--- config.mk ---
export PLATFORM = sky130hd
export DESIGN_NAME = regbank_wlq
export DESIGN_NICKNAME = d
export VERILOG_FILES = /design/src/rtl/regbank_pkg.sv /design/src/rtl/lock_queue.sv /design/src/rtl/hazard_scan.sv /design/src/rtl/reg_array.sv /design/src/rtl/regbank_wlq.sv
export SDC_FILE = /design/constraint.sdc
export NUM_CORES = 1
export LEC_CHECK = 0
export BUFFER_PORTS_ARGS = -buffer_cell sky130_fd_sc_hd__buf_2
export CAP_MARGIN = 25
export CORE_MARGIN = 2
export CORE_UTILIZATION = 34
export CTS_CLUSTER_DIAMETER = 50
export DETAILED_ROUTE_END_ITERATION = 6
export MAX_ROUTING_LAYER = met4
export PLACE_DENSITY = 0.61
export SYNTH_ARGS = -nofsm -noshare
export SYNTH_HDL_FRONTEND = slang
export SYNTH_HIERARCHICAL = 1
export SYNTH_SLANG_ARGS = --single-unit
--- constraint.sdc ---
create_clock -name clk_i -period 5.7 [get_ports clk_i]
set_input_delay 1.425 -clock clk_i [delete_from_list [all_inputs] [get_ports clk_i]]
set_output_delay 1.425 -clock clk_i [all_outputs]
set_load 0.01 [all_outputs]
--- src/rtl/regbank_pkg.sv ---
package regbank_pkg;
  localparam int unsigned NREG_DEF  = 16;
  localparam int unsigned DW_DEF    = 32;
  localparam int unsigned DEPTH_DEF = 8;

  function automatic int unsigned clog2_min1(input int unsigned v);
    return (v <= 2) ? 1 : $clog2(v);
  endfunction
endpackage

--- src/rtl/lock_queue.sv ---
module lock_queue #(
  parameter int unsigned AW    = 4,
  parameter int unsigned DEPTH = 8,
  localparam int unsigned PW   = regbank_pkg::clog2_min1(DEPTH),
  localparam int unsigned CW   = $clog2(DEPTH + 1)
) (
  input  logic                 clk_i,
  input  logic                 rst_ni,
  input  logic                 push_i,
  input  logic [AW-1:0]        push_addr_i,
  input  logic                 pop_i,
  output logic [AW-1:0]        head_addr_o,
  output logic [CW-1:0]        count_o,
  output logic [DEPTH-1:0][AW-1:0] entry_addr_o,
  output logic [DEPTH-1:0]     entry_vld_o
);
  logic [DEPTH-1:0][AW-1:0] mem_q;
  logic [PW-1:0] rd_ptr_q, wr_ptr_q;
  logic [CW-1:0] cnt_q;

  // entries presented in age order, index 0 = head
  for (genvar i = 0; i < DEPTH; i++) begin : g_view
    logic [PW-1:0] slot;
    assign slot            = rd_ptr_q + PW'(i);
    assign entry_addr_o[i] = mem_q[slot];
    assign entry_vld_o[i]  = CW'(i) < cnt_q;
  end

  assign head_addr_o = mem_q[rd_ptr_q];
  assign count_o     = cnt_q;

  always_ff @(posedge clk_i or negedge rst_ni) begin
    if (!rst_ni) begin
      mem_q    <= '0;
      rd_ptr_q <= '0;
      wr_ptr_q <= '0;
      cnt_q    <= '0;
    end else begin
      if (push_i) begin
        mem_q[wr_ptr_q] <= push_addr_i;
        wr_ptr_q        <= (wr_ptr_q == PW'(DEPTH - 1)) ? '0 : wr_ptr_q + 1'b1;
      end
      if (pop_i) rd_ptr_q <= (rd_ptr_q == PW'(DEPTH - 1)) ? '0 : rd_ptr_q + 1'b1;
      case ({push_i, pop_i})
        2'b10:   cnt_q <= cnt_q + 1'b1;
        2'b01:   cnt_q <= cnt_q - 1'b1;
        default: cnt_q <= cnt_q;
      endcase
    end
  end
endmodule

--- src/rtl/hazard_scan.sv ---
module hazard_scan #(
  parameter int unsigned AW    = 4,
  parameter int unsigned DEPTH = 8
) (
  input  logic [DEPTH-1:0][AW-1:0] entry_addr_i,
  input  logic [DEPTH-1:0]         entry_vld_i,
  input  logic                     skip_head_i,
  input  logic [AW-1:0]            addr_a_i,
  input  logic [AW-1:0]            addr_b_i,
  output logic                     lock_a_o,
  output logic                     lock_b_o
);
  logic [DEPTH-1:0] live, hit_a, hit_b;

  // the head retiring this cycle no longer locks its register
  assign live = entry_vld_i & ~{{(DEPTH-1){1'b0}}, skip_head_i};

  for (genvar i = 0; i < DEPTH; i++) begin : g_cmp
    assign hit_a[i] = live[i] && (entry_addr_i[i] == addr_a_i);
    assign hit_b[i] = live[i] && (entry_addr_i[i] == addr_b_i);
  end

  assign lock_a_o = |hit_a;
  assign lock_b_o = |hit_b;
endmodule

--- src/rtl/reg_array.sv ---
module reg_array #(
  parameter int unsigned NREG = 16,
  parameter int unsigned DW   = 32,
  localparam int unsigned AW  = regbank_pkg::clog2_min1(NREG)
) (
  input  logic          clk_i,
  input  logic          rst_ni,
  input  logic          we_i,
  input  logic [AW-1:0] waddr_i,
  input  logic [DW-1:0] wdata_i,
  input  logic [AW-1:0] raddr_a_i,
  input  logic [AW-1:0] raddr_b_i,
  output logic [DW-1:0] rdata_a_o,
  output logic [DW-1:0] rdata_b_o
);
  logic [NREG-1:0][DW-1:0] regs_q;

  for (genvar r = 0; r < NREG; r++) begin : g_reg
    always_ff @(posedge clk_i or negedge rst_ni) begin
      if (!rst_ni)                          regs_q[r] <= '0;
      else if (we_i && waddr_i == AW'(r))   regs_q[r] <= wdata_i;
    end
  end

  // same-cycle write is visible to the read ports
  assign rdata_a_o = (we_i && waddr_i == raddr_a_i) ? wdata_i : regs_q[raddr_a_i];
  assign rdata_b_o = (we_i && waddr_i == raddr_b_i) ? wdata_i : regs_q[raddr_b_i];
endmodule

--- src/rtl/regbank_wlq.sv ---
module regbank_wlq #(
  parameter int unsigned NREG  = regbank_pkg::NREG_DEF,
  parameter int unsigned DW    = regbank_pkg::DW_DEF,
  parameter int unsigned DEPTH = regbank_pkg::DEPTH_DEF,
  localparam int unsigned AW   = regbank_pkg::clog2_min1(NREG),
  localparam int unsigned CW   = $clog2(DEPTH + 1)
) (
  input  logic          clk_i,
  input  logic          rst_ni,
  input  logic          iss_valid_i,
  input  logic [AW-1:0] iss_ra_i,
  input  logic [AW-1:0] iss_rb_i,
  input  logic [AW-1:0] iss_rw_i,
  output logic          iss_ready_o,
  output logic          rd_valid_o,
  output logic [DW-1:0] rd_a_o,
  output logic [DW-1:0] rd_b_o,
  input  logic          wb_valid_i,
  input  logic [AW-1:0] wb_addr_i,
  input  logic [DW-1:0] wb_data_i
);
  logic [AW-1:0]               head_addr;
  logic [CW-1:0]               q_cnt;
  logic [DEPTH-1:0][AW-1:0]    entry_addr;
  logic [DEPTH-1:0]            entry_vld;
  logic                        wb_acc, iss_acc, room, lock_a, lock_b;
  logic [DW-1:0]               rdata_a, rdata_b;

  assign wb_acc      = wb_valid_i && (q_cnt != '0) && (wb_addr_i == head_addr);
  assign room        = (q_cnt != CW'(DEPTH)) || wb_acc;
  assign iss_ready_o = room && !lock_a && !lock_b;
  assign iss_acc     = iss_valid_i && iss_ready_o;

  lock_queue #(.AW(AW), .DEPTH(DEPTH)) queue_i (
    .clk_i        (clk_i),
    .rst_ni       (rst_ni),
    .push_i       (iss_acc),
    .push_addr_i  (iss_rw_i),
    .pop_i        (wb_acc),
    .head_addr_o  (head_addr),
    .count_o      (q_cnt),
    .entry_addr_o (entry_addr),
    .entry_vld_o  (entry_vld)
  );

  hazard_scan #(.AW(AW), .DEPTH(DEPTH)) scan_i (
    .entry_addr_i (entry_addr),
    .entry_vld_i  (entry_vld),
    .skip_head_i  (wb_acc),
    .addr_a_i     (iss_ra_i),
    .addr_b_i     (iss_rb_i),
    .lock_a_o     (lock_a),
    .lock_b_o     (lock_b)
  );

  reg_array #(.NREG(NREG), .DW(DW)) regs_i (
    .clk_i     (clk_i),
    .rst_ni    (rst_ni),
    .we_i      (wb_acc),
    .waddr_i   (wb_addr_i),
    .wdata_i   (wb_data_i),
    .raddr_a_i (iss_ra_i),
    .raddr_b_i (iss_rb_i),
    .rdata_a_o (rdata_a),
    .rdata_b_o (rdata_b)
  );

  always_ff @(posedge clk_i or negedge rst_ni) begin
    if (!rst_ni) begin
      rd_valid_o <= 1'b0;
      rd_a_o     <= '0;
      rd_b_o     <= '0;
    end else begin
      rd_valid_o <= iss_acc;
      if (iss_acc) begin
        rd_a_o <= rdata_a;
        rd_b_o <= rdata_b;
      end
    end
  end
endmodule

==> reports/results.ini <==
[place]
routabilityCongestion = 0.863
dp_cells = 3713
io_buffers = 117
hpwlAfterDp_mm = 60.9
preCtsSetupSlack_ns = 0.688

[timing]
fin_hold_ws_ns = 0.507
fin_setup_tns_ns = 0
fin_skew_ns = 0.0347
setup_viol = 0
layout_min_cycle_time_ns = 5.38
fin_ws_ns = 0.319
slew_viol_final = 0
slew_headroom_pct = 24.8
rsz0062_at_grt = no
max_freq_mhz = 186
worst_pin_slew_ns = 1.13
fin_crit_sh_pct = 94.4
finalHoldViolCount = 0

[die]
die_area_um2 = 104000
die_x_um = 322
start_util_pct = 34.4
fp.coreArea_um2 = 100000
io_pins = 118
fp-row-count = 116
dieHeight_um = 322

[finish]
layout_common_cells = mux2_2 (632), dfrtp_1 (619), mux4_2 (261), nand2_1 (145), a22oi_1 (124)
register_area_um2 = 15500
final_common_cell = mux2_2
nets = 2506
syn2layout_area_growth_pct = 14.5
n_fill_cell = 9181
multi_input_area_um2 = 17700
drive_above_1_share_pct = 50.0
final_cells = 3877

[hold_path]
hold_class = register to register
hp-start = regs_i/regs_q[102]
holdPathEnd = regs_i/regs_q[102]
min_path_cells = 1

[yosys]
synth_seq_cells = 619
synthCells = 2416
yosys.cell_types.count = 43
synth-edff-count = 0
avgSynthCellArea_um2 = 14.3
async_reset_ff_share_pct = 100
syn-cell-area_um2 = 34500
dominantRegCellSynth = dfrtp_1
syn_nets = 2479
ys_seq_area_share_pct = 44.9
yosys_warnings = 6

[route]
routed_wl_mm = 104
viasPerCell = 5.79
wl_per_cell_um = 26.7
firstDrtPassIters = 5
vias = 22400
ant_nets = 0
drc = 0
drtIter0Drc = 1965

[worst_setup_path]
max_stage_delay_ns = 0.63
end_kind = output pin
worstPathArrival_ns = 3.96
worstSetupStartpointType = register
worstSetupPathType = register to output pin
r2r_start = queue_i/rd_ptr_q[1]
cpMostUsedCell = nor3_1
r2r_slack_ns = 0.94
rr_worst_depth = 18
timing.rr.end = queue_i/mem_q[11]
critPathTopFamily = simple AND/OR/NAND/NOR gates
critPathMaxFanout = 17
path_buf_inv = 2
slowest_stage = mux4_1
cp.required_ns = 4.28
crit_start = queue_i/rd_ptr_q[1]
crit_chain = buf_4, mux4_1, mux2_2, xnor2_1, nand3_1, nor3_1, nand2b_1, nor3_1, a31oi_1, nand4_1, nor3_4, buf_2

[run]
drv_cap = 0

[global_routing]
gr-total-overflow = 0
grt_max_degree = 142
first_global_vias = 24100
grt_pass1_wl_mm = 156
antenna_found_initial = 16
grt_use_total_pct = 20.5

[clock_network]
ctsResizeCount = 0
cts_tree = built
clockRootBuffer = clkbuf_16
cts_hold_buf = 0
clock_sinks = 619
cts_made_buffers = 84
post_cts_buffers = 0
htreeDepth = 3
max-clock-path-buffers = 3
clkTransAtPathRegs_ns = 0.05
clock_latency_ns = 0.64

[power]
ir_drop_mv = 0.951
leakage_nw = 17.7
power_density_nw_per_um2 = 519

[outcome]
outcome = finished clean

[layout make-up]
type | count | area share, %
Clock inverter | 48 | 1.65
Timing Repair Buffer | 177 | 3.32
Antenna cell | 12 | 0.0761
Inverter | 71 | 0.675
Clock buffer | 103 | 5.87
Sequential cell | 619 | 39.2
Tap cell | 1357 | 4.30
Multi-Input combinational cell | 1490 | 44.9
[flip-flops by register name (all words and copies together), names as in the netlist]
signal,flops
rd_a_o,32
rd_b_o,32
queue_i/count_o,4
queue_i/rd_ptr_q,3
regs_i/regs_q,512
queue_i/wr_ptr_q,3
queue_i/mem_q,32
rd_valid_o,1
[cell families (layout without fill, tap and decap cells)]
logic type / after synthesis / in the layout / share of synthesized area, %
AO/OA/AOI/OAI: 214 / 214 / 4.93
XOR/XNOR: 82 / 82 / 2.08
adder cells (fa/ha/maj): 11 / 11 / 0.399
buffers and inverters: 307 / 399 / 4.16
flip-flops: 619 / 619 / 44.9
multiplexers: 950 / 950 / 40.4
other: 0 / 12 / 0
AND/OR/NAND/NOR: 233 / 233 / 3.11
[metal layers]
layer / track usage, % / wire, um / part of all wire (%)
met5: - / 0 / 0
met4: 6.51 / 2840 / 2.7
met3: 4.04 / 7110 / 6.9
met2: 31.9 / 49100 / 47
met1: 27.1 / 44600 / 43
[synthesized netlist by cell type, drive strengths merged (5+ instances only)]
cell type,count,area [um2]
buf,129,766
inv,71,267
nor4,9,75.1
o32ai,64,561
xor2,53,464
o221a,8,90.1
nand3,13,70.1
a31oi,8,50.1
dfrtp,619,15500
nand2b,5,31.3
nor3,15,80.1
mux4,282,6430
xnor2,29,254
nand2,147,552
clkbuf,107,402
a22oi,124,931
ha,11,138
nor2,17,63.8
mux2,643,7240
o21ai,5,25.0
mux2i,25,250
[stage by stage]
step | instance area, um2 | util (%) | power (mW)
2_1_floorplan | 34500 | - | 12.7
3_3_place_gp | 36400 | 36.3 | 14.5
3_5_place_dp | 36400 | 36.3 | 14.9
4_1_cts | 39400 | 39.3 | 20.5
5_1_grt | 39500 | 39.4 | 21.5
6_report | 39500 | 39.4 | 20.5
[worst max path at each step]
stage,to,cells past startpoint,slack (ns)
5_1_grt,iss_ready_o,12,0.04
2_1_floorplan,queue_i/mem_q[10],20,0.83
3_5_place_dp,iss_ready_o,12,0.69
3_3_place_gp,iss_ready_o,12,0.69
6_report,iss_ready_o,12,0.32
4_1_cts,iss_ready_o,12,0.02
[report_power, final]
part / leakage, nW / internal, mW / total, mW / switching, mW
Sequential: 8.49 / 5.93 / 7.17 / 1.24
Combinational: 7.82 / 3.92 / 7.80 / 3.88
Clock: 1.43 / 3.42 / 5.51 / 2.10
No activity file was read; power rests on OpenSTA's default activity.
